File: src/rtl/e2e_credit_pkg.sv
package e2e_credit_pkg;
  typedef struct packed {
    logic sendFire;
    logic creditIn;
    logic consume;
    logic emit;
  } ctrl_strobe_t;
endpackage

File: src/rtl/e2e_credit_ctrl.sv
module e2e_credit_ctrl
  import e2e_credit_pkg::*;
(
  input  logic         srcValid,
  input  logic         hdrInValid,
  input  logic         dstConsume,
  input  logic         hdrOutEmit,
  input  logic         spaceAvail,
  output logic         srcReady,
  output ctrl_strobe_t strobes
);
  always_comb begin
    srcReady         = spaceAvail;
    strobes.sendFire = srcValid && spaceAvail;
    strobes.creditIn = hdrInValid;
    strobes.consume  = dstConsume;
    strobes.emit     = hdrOutEmit;
  end
endmodule

File: src/rtl/e2e_credit_dp.sv
module e2e_credit_dp
  import e2e_credit_pkg::*;
#(
  parameter int DEPTH   = 8,
  parameter int FIELD_W = 4,
  parameter int PEND_W  = 8,
  localparam int SPACE_W = $clog2(DEPTH + 1)
)(
  input  logic               clk,
  input  logic               rstN,
  input  ctrl_strobe_t       strobes,
  input  logic [FIELD_W-1:0] hdrInCredit,
  output logic [SPACE_W-1:0] spaceCount,
  output logic               spaceAvail,
  output logic [PEND_W-1:0]  pendCount,
  output logic [FIELD_W-1:0] hdrOutCredit
);
  localparam int SUM_W = ((SPACE_W > FIELD_W) ? SPACE_W : FIELD_W) + 1;
  localparam logic [PEND_W-1:0] FIELD_MAX = PEND_W'((1 << FIELD_W) - 1);
  localparam logic [PEND_W-1:0] PEND_MAX  = '1;

  logic [SUM_W-1:0]   spaceSum;
  logic [SPACE_W-1:0] spaceNext;
  logic [PEND_W-1:0]  pendBase, pendNext;

  always_comb begin
    hdrOutCredit = (pendCount > FIELD_MAX) ? FIELD_W'(FIELD_MAX) : FIELD_W'(pendCount);
    spaceAvail   = (spaceCount != '0);
    spaceSum = SUM_W'(spaceCount)
             + (strobes.creditIn ? SUM_W'(hdrInCredit) : '0)
             - SUM_W'(strobes.sendFire);
    spaceNext = (spaceSum > SUM_W'(DEPTH)) ? SPACE_W'(DEPTH) : SPACE_W'(spaceSum);
    pendBase  = strobes.emit ? pendCount - PEND_W'(hdrOutCredit) : pendCount;
    pendNext  = (strobes.consume && pendBase != PEND_MAX) ? pendBase + 1'b1 : pendBase;
  end

  always_ff @(posedge clk) begin
    if (!rstN) begin
      spaceCount <= SPACE_W'(DEPTH);
      pendCount  <= '0;
    end else begin
      spaceCount <= spaceNext;
      pendCount  <= pendNext;
    end
  end


  space_bound_chk: assert property (@(posedge clk) disable iff (!rstN)
    spaceCount <= SPACE_W'(DEPTH));


  zero_hold_chk: assert property (@(posedge clk) disable iff (!rstN)
    (spaceCount == '0 && !strobes.creditIn) |=> spaceCount == '0);


  send_dec_chk: assert property (@(posedge clk) disable iff (!rstN)
    (strobes.sendFire && !strobes.creditIn) |=> spaceCount == $past(spaceCount) - 1'b1);


  consume_inc_chk: assert property (@(posedge clk) disable iff (!rstN)
    (strobes.consume && !strobes.emit && pendCount != PEND_MAX)
      |=> pendCount == $past(pendCount) + 1'b1);


  emit_sub_chk: assert property (@(posedge clk) disable iff (!rstN)
    (strobes.emit && !strobes.consume)
      |=> pendCount == $past(pendCount) - PEND_W'($past(hdrOutCredit)));
endmodule

File: src/rtl/e2e_credit_flow.sv
module e2e_credit_flow
  import e2e_credit_pkg::*;
#(
  parameter int DEPTH   = 8,
  parameter int FIELD_W = 4,
  parameter int PEND_W  = 8,
  localparam int SPACE_W = $clog2(DEPTH + 1)
)(
  input  logic               clk,
  input  logic               rstN,
  input  logic               srcValid,
  output logic               srcReady,
  input  logic               hdrInValid,
  input  logic [FIELD_W-1:0] hdrInCredit,
  input  logic               dstConsume,
  input  logic               hdrOutEmit,
  output logic [FIELD_W-1:0] hdrOutCredit,
  output logic [SPACE_W-1:0] spaceCount,
  output logic [PEND_W-1:0]  pendCredit
);
  ctrl_strobe_t strobes;
  logic spaceAvail;

  e2e_credit_ctrl u_ctrl (
    .srcValid(srcValid), .hdrInValid(hdrInValid), .dstConsume(dstConsume),
    .hdrOutEmit(hdrOutEmit), .spaceAvail(spaceAvail),
    .srcReady(srcReady), .strobes(strobes)
  );

  e2e_credit_dp #(.DEPTH(DEPTH), .FIELD_W(FIELD_W), .PEND_W(PEND_W)) u_dp (
    .clk(clk), .rstN(rstN), .strobes(strobes), .hdrInCredit(hdrInCredit),
    .spaceCount(spaceCount), .spaceAvail(spaceAvail),
    .pendCount(pendCredit), .hdrOutCredit(hdrOutCredit)
  );
endmodule

File: config.mk
export PLATFORM = sky130hd
export DESIGN_NAME = e2e_credit_flow
export DESIGN_NICKNAME = d
export VERILOG_FILES = /design/src/rtl/e2e_credit_pkg.sv /design/src/rtl/e2e_credit_ctrl.sv /design/src/rtl/e2e_credit_dp.sv /design/src/rtl/e2e_credit_flow.sv
export SDC_FILE = /design/constraint.sdc
export NUM_CORES = 1
export LEC_CHECK = 0
export BUFFER_PORTS_ARGS = -buffer_cell sky130_fd_sc_hd__buf_2
export CAP_MARGIN = 20
export CORE_UTILIZATION = 53
export CTS_CLUSTER_SIZE = 40
export DETAILED_ROUTE_END_ITERATION = 10
export MAX_ROUTING_LAYER = met4
export PLACE_DENSITY_LB_ADDON = 0.2
export RECOVER_POWER = 50
export SYNTH_ARGS = -nofsm -noshare
export SYNTH_HDL_FRONTEND = slang
export SYNTH_SLANG_ARGS = --single-unit
File: constraint.sdc
create_clock -name clk -period 3.1 [get_ports clk]
set_input_delay 0.155 -clock clk [delete_from_list [all_inputs] [get_ports clk]]
set_output_delay 0.155 -clock clk [all_outputs]
set_load 0.005 [all_outputs]
-- After elaboration in Yosys (flattened, before gate mapping)
Cells that the tools add are included.
- $add $sub $neg: 4
- magnitude comparators: 2
- equality and inequality tests: 1
- multiplexer cells: 4
- bitwise operators: 1
- reductions and logical operators: 4
- operator list (operator ; count):
    two-way mux 8 bit ; 2
    adder 8 x 1 -> 8 bit, second input constant ; 1
    greater-than comparator 8 x 4 -> 1 bit, second input constant ; 1
    two-way mux 4 bit ; 2
    inequality test 8 bit, second input constant ; 1
    subtractor 8 x 4 -> 8 bit ; 1
    adder 4 x 5 -> 5 bit ; 1
    greater-than comparator 5 x 4 -> 1 bit, second input constant ; 1
    subtractor 5 x 1 -> 5 bit ; 1
    nonzero test 4 bit ; 1
    logical AND 1 bit ; 2
    OR reduction 2 bit ; 1
    inverter 1 bit ; 1
- bits in registers: 12
- input port bits: 10
- output and inout port bits: 17
- word-level logic and storage cells: 18

-- Longest topological paths before layout
Gate-level depths: netlist of run 1.
- word-level depth: 7
- gate-level depth with buffers: 14
- mapped depth without buffers: 14

-- By module
From an unflattened synthesis of run 1, not the netlist that was laid out.
- cell total of the unflattened synthesis: 150
- area total of the unflattened synthesis: 1241.2 um^2
- by module, submodules not included (module ; instances ; cells an instance ; area an instance (um^2) ; seq. area each (um^2)):
    e2e_credit_dp ; 1 ; 145 ; 1204.9 ; 240.2
    e2e_credit_ctrl ; 1 ; 5 ; 36.3 ; 0.0

-- Worst setup path after synthesis of run 1
No wires, ideal clock.
- path kind: reg-to-reg
- from: reg u_dp.pendCount[6]
- to: reg u_dp.pendCount[0]
- library setup time: 69 ps
- arrival: 2611 ps
- required time: 3031 ps
- slack: 420 ps
- cell stages (with the launch flop): 12
- buffers on the path: 2
- clock period less this slack: 2680 ps
- cell sequence: dfxtp_1 -> nor4_4 -> buf_4 -> or2_2 -> ha_1 -> mux2_2 -> ha_1 -> o31ai_2 -> and4bb_1 -> buf_6 -> or4_1 -> o21ai_1
- cells in the longest elaborated chain, start to end: 7
- elaborated cells on any way between the ends: 8
- classes of those cells: 2 x add/sub; 1 x order compare; 1 x eq/ne; 3 x mux; 1 x reduce/logical
- RTL lines (item ; line ; text):
    start: declaration ; e2e_credit_dp.sv:15 ; output logic [PEND_W-1:0] pendCount,
    start signal: assignment ; e2e_credit_dp.sv:43 ; pendCount <= pendNext;
    greater-than comparator 8 x 4 -> 1 bit ; e2e_credit_dp.sv:27 ; hdrOutCredit = (pendCount > FIELD_MAX) ? FIELD_W'(FIELD_MAX) : FIELD_W'(pendCount);
    two-way mux 4 bit ; e2e_credit_dp.sv:27 ;
    subtractor 8 x 4 -> 8 bit ; e2e_credit_dp.sv:33 ; pendBase = strobes.emit ? pendCount - PEND_W'(hdrOutCredit) : pendCount;
    two-way mux 8 bit * ; e2e_credit_dp.sv:33 ;
    parallel branches: the longest is 2 deep, another holds adder 8 x 1 -> 8 bit ; n/a ;
    two-way mux 8 bit * ; e2e_credit_dp.sv:34 ; pendNext = (strobes.consume && pendBase != PEND_MAX) ? pendBase + 1'b1 : pendBase;
Mark *: on every way between the ends.
A chain may end at the register's enable or synchronous reset.

-- Final worst setup path of run 1
- from: reg u_dp.pendCount[6]
- to: reg u_dp.pendCount[2]
Same word-level chain as after synthesis.

==> results of run 1 <==
power groups by stage:
stage | Clock [µW] | Sequential (µW) | Combinational [µW]
2_1_floorplan | 0 | 237 | 463
3_3_place_gp | 0 | 252 | 597
3_5_place_dp | 0 | 254 | 621
4_1_cts | 127 | 251 | 623
5_1_grt | 133 | 260 | 692
6_report | 126 | 251 | 610
metrics by stage:
stage	total power [µW]	worst slack [ns]	util (%)	instances
3_3_place_gp	849	0.470	63.9	194
3_5_place_dp	875	0.355	63.9	194
6_report	987	0.288	65.3	198
4_1_cts	1000	0.332	65.8	198
2_1_floorplan	700	0.420	-	144
5_1_grt	1090	0.101	65.3	198
sequential cells by signal, indices dropped and copies added, names as in the netlist:
name	count
u_dp.spaceCount	4
u_dp.pendCount	8
kinds of logic after synthesis:
| kind of cell | synth area share [%] |
|---|---|
| multiplexers | 1.86 |
| AO/OA/AOI/OAI | 20.5 |
| flip-flops | 21.1 |
| buffers and inverters | 9.10 |
| XOR/XNOR | 1.54 |
| adder cells (fa/ha/maj) | 12.7 |
| AND/OR/NAND/NOR | 33.2 |
cells in the mapped netlist (2+ instances only):
master	n	area, µm²
inv_1	17	63.8
dfxtp_1	12	240
nor2_1	11	41.3
ha_1	10	125
nand2_1	10	37.5
nand2b_1	8	50.1
nor3_1	7	35.0
and2_1	6	37.5
a21oi_1	5	25.0
o21ai_0	5	25.0
nand3_1	4	20.0
a21boi_0	3	22.5
o311a_1	3	30.0
or2_2	3	18.8
a21o_1	2	15.0
buf_2	2	10.0
buf_6	2	22.5
nand4_1	2	12.5
nor3b_1	2	15.0
nor4_1	2	12.5
o31a_1	2	17.5
worst max-delay path: stages (launching register included):
cell,delay [ns]
dfxtp_1,0.48
nor4_4,0.09
or2_2,0.29
ha_1,0.29
or3b_2,0.46
o311a_1,0.13
a22oi_2,0.25
and4bb_1,0.40
nor3_1,0.10
a211oi_1,0.21
per-layer routing:
layer	routed length, µm	vias up	GRT usage, %
met5	0	-	-
met4	76	0	12.7
met3	97	8	2.83
met2	1200	32	40.6
met1	1080	502	27.8
li1	-	566	-
how the worst max path moves through the flow:
| stage | from | to | cells past startpoint |
|---|---|---|---|
| floorplan | u_dp.pendCount[6] | u_dp.pendCount[0] | 11 |
| global placement | u_dp.pendCount[4] | u_dp.pendCount[1] | 9 |
| detailed placement | u_dp.pendCount[7] | u_dp.pendCount[2] | 9 |
| CTS | u_dp.pendCount[6] | u_dp.pendCount[2] | 9 |
| global route | u_dp.pendCount[6] | u_dp.pendCount[2] | 9 |
| finish | u_dp.pendCount[6] | u_dp.pendCount[2] | 9 |
area by class of cell:
| class | instances | area (µm²) | area share [%] |
|---|---|---|---|
| sequential | 12 | 240 | 18.4 |
| multi-input combinational | 110 | 797 | 61.0 |
| inverter | 17 | 63.8 | 4.88 |
| clock buffer | 4 | 36.3 | 2.78 |
| timing repair buffer | 28 | 136 | 10.4 |
| tap | 27 | 33.8 | 2.58 |
==> metrics.txt, run 1 <==
critical path capture point type flop; number of core rows 16; Net Sw Power 433 µW; Arr. time, crit path 3.00 ns; status complete, no violations; WHS Path Cells 2; Post-route DRC 0; Total GRT Usage 24.0%; vias per inst 5.60; fin nets 193; CTS tree done; hold path start rstN; Final Hold Violating Endpoints 0; Post-Syn Nets 165; Hold Crit Class in2reg; commonest non-fill, non-tap cell in the layout buf_2; Num Clock Sinks 12; Max Clk Rate 356 MHz; DIE AREA 0.00234 mm²; Vias 1108; Period minus WS final 2.81 ns; RSZ-0062 raised after global routing no; commonest non-fill, non-tap cells in the layout buf_2 (25), inv_1 (17), dfxtp_1 (12), nor2_1 (11); Initial Utilization 57.0%; Reg power frac 25.5%; Core ar. 0.00200 mm²; H-tree depth 1; endpoints failing setup 0; CP max FO 8; ys async rst share 0%; IO Port Bufs 26; R2R Setup Slk 0.29 ns; Area after DPL 0.00128 mm²; Worst-path clk slew 0.08 ns; Root Driver clkbuf_4; WS Path Type reg2reg; FILL cells 184; Overflow after GRT 0; Warnings, synthesis 0; Comb pwr share 61.8%; Ports 27; Final TNS setup 0 ns; max_cap viols 0; Pint 554 µW; cell area power density 755 mW/mm²; Netlist Area Pre-Place 0.00114 mm²; share of cells above drive strength 1 23.4%; synthesis-stage register bit count 12; sequential share of the synthesized area 21.1%; Sw Ratio 43.9%; Clk Latency, worst-skew pair 0.28 ns; hold buffers post-CTS 0; Max Slew Vio Count 0; Clk pwr share 12.7%; final worst path period share 90.7%; EDFF count, synth 0; initial antenna violation count 0; start of the worst register-to-register path u_dp.pendCount[6]; Synth-to-Final Area Change 14.6%; first-pass GRT wire length 4350 µm; Die Wd 48.4 µm; VDD IR max 0.000453 V; vias in the first global route 1054; cells after synthesis 144; ys flop type dfxtp_1; WP data required 3.28 ns; DP HPWL 2040 µm; clk_skew 0.0107 ns; DR iter-0 viols 23; 1st-pass router iterations 4; P_leak 0.000627 µW; post-CTS sizing 0; setup bufs post-CTS 0; mean post-synth cell area 7.92 µm²; RR Endpoint u_dp.pendCount[2]; worst hold endpoint u_dp.pendCount[7]; largest net degree at the start of global routing 16; final antenna diode count 0; Yosys cell types 47; Worst Reg-to-Reg Cells 9; TritonCTS buffer count 3; DIE HEIGHT 48.4 µm; Worst-Margin Slew 0.426 ns; Clock Path Buffers 2; RePlAce Congestion 0.912; fin area 0.00131 mm²; Worst setup SP type flop; DR WL/cell 12.4 µm; worst hold slack 0.171 ns; WL final 2460 µm; Routed Antenna Nets 0; Rel. slew slack 71.4%
Note: power is estimated with default switching activity, not from simulation.
==> run 2, diff against run 1 <==
--- a/config.mk
+++ b/config.mk
@@ -7,6 +7,7 @@
 export LEC_CHECK = 0
 export BUFFER_PORTS_ARGS = -buffer_cell sky130_fd_sc_hd__buf_2
 export CAP_MARGIN = 20
+export CORE_MARGIN = 2
 export CORE_UTILIZATION = 53
 export CTS_CLUSTER_SIZE = 40
 export DETAILED_ROUTE_END_ITERATION = 10
==> metrics.txt, run 2 (synthesis results as in run 1) <==
post-CTS sizing 0 (unchanged); vias per inst 5.44 (was 5.60); CP max FO 8 (unchanged); Period minus WS final 2.73 ns (was 2.81 ns); clk_skew 0.00230 ns (was 0.0107 ns); CTS tree done (unchanged); H-tree depth 1 (unchanged); RR Endpoint u_dp.pendCount[1] (was u_dp.pendCount[2]); Die Wd 50.4 µm (was 48.4 µm); Vias 1077 (was 1108); WL final 2480 µm (was 2460 µm); commonest non-fill, non-tap cells in the layout buf_2 (23), inv_1 (17), dfxtp_1 (12), nor2_1 (11) (was buf_2 (25), inv_1 (17), dfxtp_1 (12), nor2_1 (11)); WHS Path Cells 2 (unchanged); Final Hold Violating Endpoints 0 (unchanged); hold buffers post-CTS 0 (unchanged); Clock Path Buffers 2 (unchanged); max reg flops 8 (unchanged); Arr. time, crit path 2.91 ns (was 3.00 ns); Area after DPL 0.00128 mm² (unchanged); crit-path cells nor4_4, or2_2, ha_1, or3b_2, o311a_1, a22oi_2, and4bb_1, nor2_1, o21a_1 (was nor4_4, or2_2, ha_1, or3b_2, o311a_1, a22oi_2, and4bb_1, nor3_1, a211oi_1); Clk Latency, worst-skew pair 0.27 ns (was 0.28 ns); Ports 27 (unchanged); Routed Antenna Nets 0 (unchanged); setup bufs post-CTS 0 (unchanged); Max Slew Vio Count 0 (unchanged); cell area power density 752 mW/mm² (was 755 mW/mm²); total power 982 µW (was 987 µW); worst hold endpoint u_dp.pendCount[7] (unchanged); WS Path Type reg2reg (unchanged); Hold Crit Class in2reg (unchanged); Final TNS setup 0 ns (unchanged); fin nets 193 (unchanged); fin util 65.2% (was 65.3%); hold path start rstN (unchanged); slowest CP cell dfxtp_1 (unchanged); 1st-pass router iterations 4 (unchanged); status complete, no violations (unchanged); Overflow after GRT 0 (unchanged); TritonCTS buffer count 3 (unchanged); IO Port Bufs 26 (unchanged); largest registers u_dp.pendCount x8, u_dp.spaceCount x4 (unchanged); first-pass GRT wire length 4090 µm (was 4350 µm); share of cells above drive strength 1 22.2% (was 23.4%); Initial Utilization 57.0% (unchanged); number of core rows 16 (unchanged); Core ar. 0.00200 mm² (unchanged); initial antenna violation count 0 (unchanged); largest net degree at the start of global routing 16 (unchanged); commonest non-fill, non-tap cell in the layout buf_2 (unchanged); DP HPWL 2010 µm (was 2040 µm); Worst Reg-to-Reg Cells 9 (unchanged); start of the worst register-to-register path u_dp.pendCount[6] (unchanged); R2R Setup Slk 0.37 ns (was 0.29 ns); Total GRT Usage 21.7% (was 24.0%); DIE HEIGHT 50.4 µm (was 48.4 µm); endpoints failing setup 0 (unchanged); final antenna diode count 0 (unchanged); RSZ-0062 raised after global routing no (unchanged); Rel. slew slack 70.9% (was 71.4%); DIE AREA 0.00254 mm² (was 0.00234 mm²); max_cap viols 0 (unchanged); vias in the first global route 963 (was 1054); Num Clock Sinks 12 (unchanged); Biggest register u_dp.pendCount (unchanged); DR WL/cell 12.5 µm (was 12.4 µm); final worst path period share 88.1% (was 90.7%); FILL cells 192 (was 184); Worst-path clk slew 0.08 ns (about the same); P_leak 0.000618 µW (was 0.000627 µW); VDD IR max 0.000437 V (was 0.000453 V); WP data required 3.28 ns (about the same); worst hold slack 0.160 ns (was 0.171 ns); RePlAce Congestion 0.918 (was 0.912); Worst-Margin Slew 0.433 ns (was 0.426 ns); critical path capture point type flop (unchanged); Max Clk Rate 366 MHz (was 356 MHz); Root Driver clkbuf_4 (unchanged); Worst path max stage delay 0.48 ns (about the same); DR iter-0 viols 20 (was 23); Post-route DRC 0 (unchanged); Synth-to-Final Area Change 14.4% (was 14.6%); Worst setup SP type flop (unchanged); fin area 0.00131 mm² (about the same)
## run 2: cell count changes in the layout (fill, tap and decap cells not counted), sizes merged
cell	delta
clkbuf	+2
buf	-2
## run 2: worst max path at each step
stage,from,to,slack (ns),cells past startpoint
after floorplan,u_dp.pendCount[6],u_dp.pendCount[0],0.42,11
after global placement,u_dp.pendCount[6],u_dp.pendCount[1],0.48,9
after detailed placement,u_dp.pendCount[6],u_dp.pendCount[1],0.41,9
after CTS,u_dp.pendCount[6],u_dp.pendCount[2],0.38,9
after global routing,u_dp.pendCount[6],u_dp.pendCount[1],0.21,9
final,u_dp.pendCount[6],u_dp.pendCount[1],0.37,9
## run 2: per-stage QoR
step / instances / setup slack [ns]
after floorplan: 144 / 0.420
after global placement: 194 / 0.478
after detailed placement: 194 / 0.407
after CTS: 198 / 0.382
after global routing: 198 / 0.206
final: 198 / 0.368
## run 2: critical path: cells and delay by family, from the launching register on
kind,cells,cell delay (ns)
flops,1,0.48
fa+ha+maj,1,0.29
compound gates,3,0.55
simple gates,5,1.33
## run 2: power breakdown
group	total, µW	leakage (µW)	switching [µW]	internal [µW]
Clock	125	0.0000210	53.5	71.4
Sequential	250	0.0000983	57.8	192
Combinational	607	0.000499	318	288
Total	982	0.000618	430	552
## run 2: layer usage
layer  up-vias  wire length (µm)  track usage [%]  share of wire [%]
met5         -                 0                -                  0
met4         0                29             9.46                1.2
met1       485              1080             22.8                 44
li1        565                 -                -                  -
met3         4                90             2.68                3.6
met2        23              1280             40.4                 52
## run 2: layout make-up
cell class	instances	area, µm²	area share [%]
Multi-Input combinational cell	110	797	61.1
Sequential cell	12	240	18.4
Timing Repair Buffer	28	134	10.3
Inverter	17	63.8	4.89
Clock buffer	4	36.3	2.78
Tap cell	27	33.8	2.59
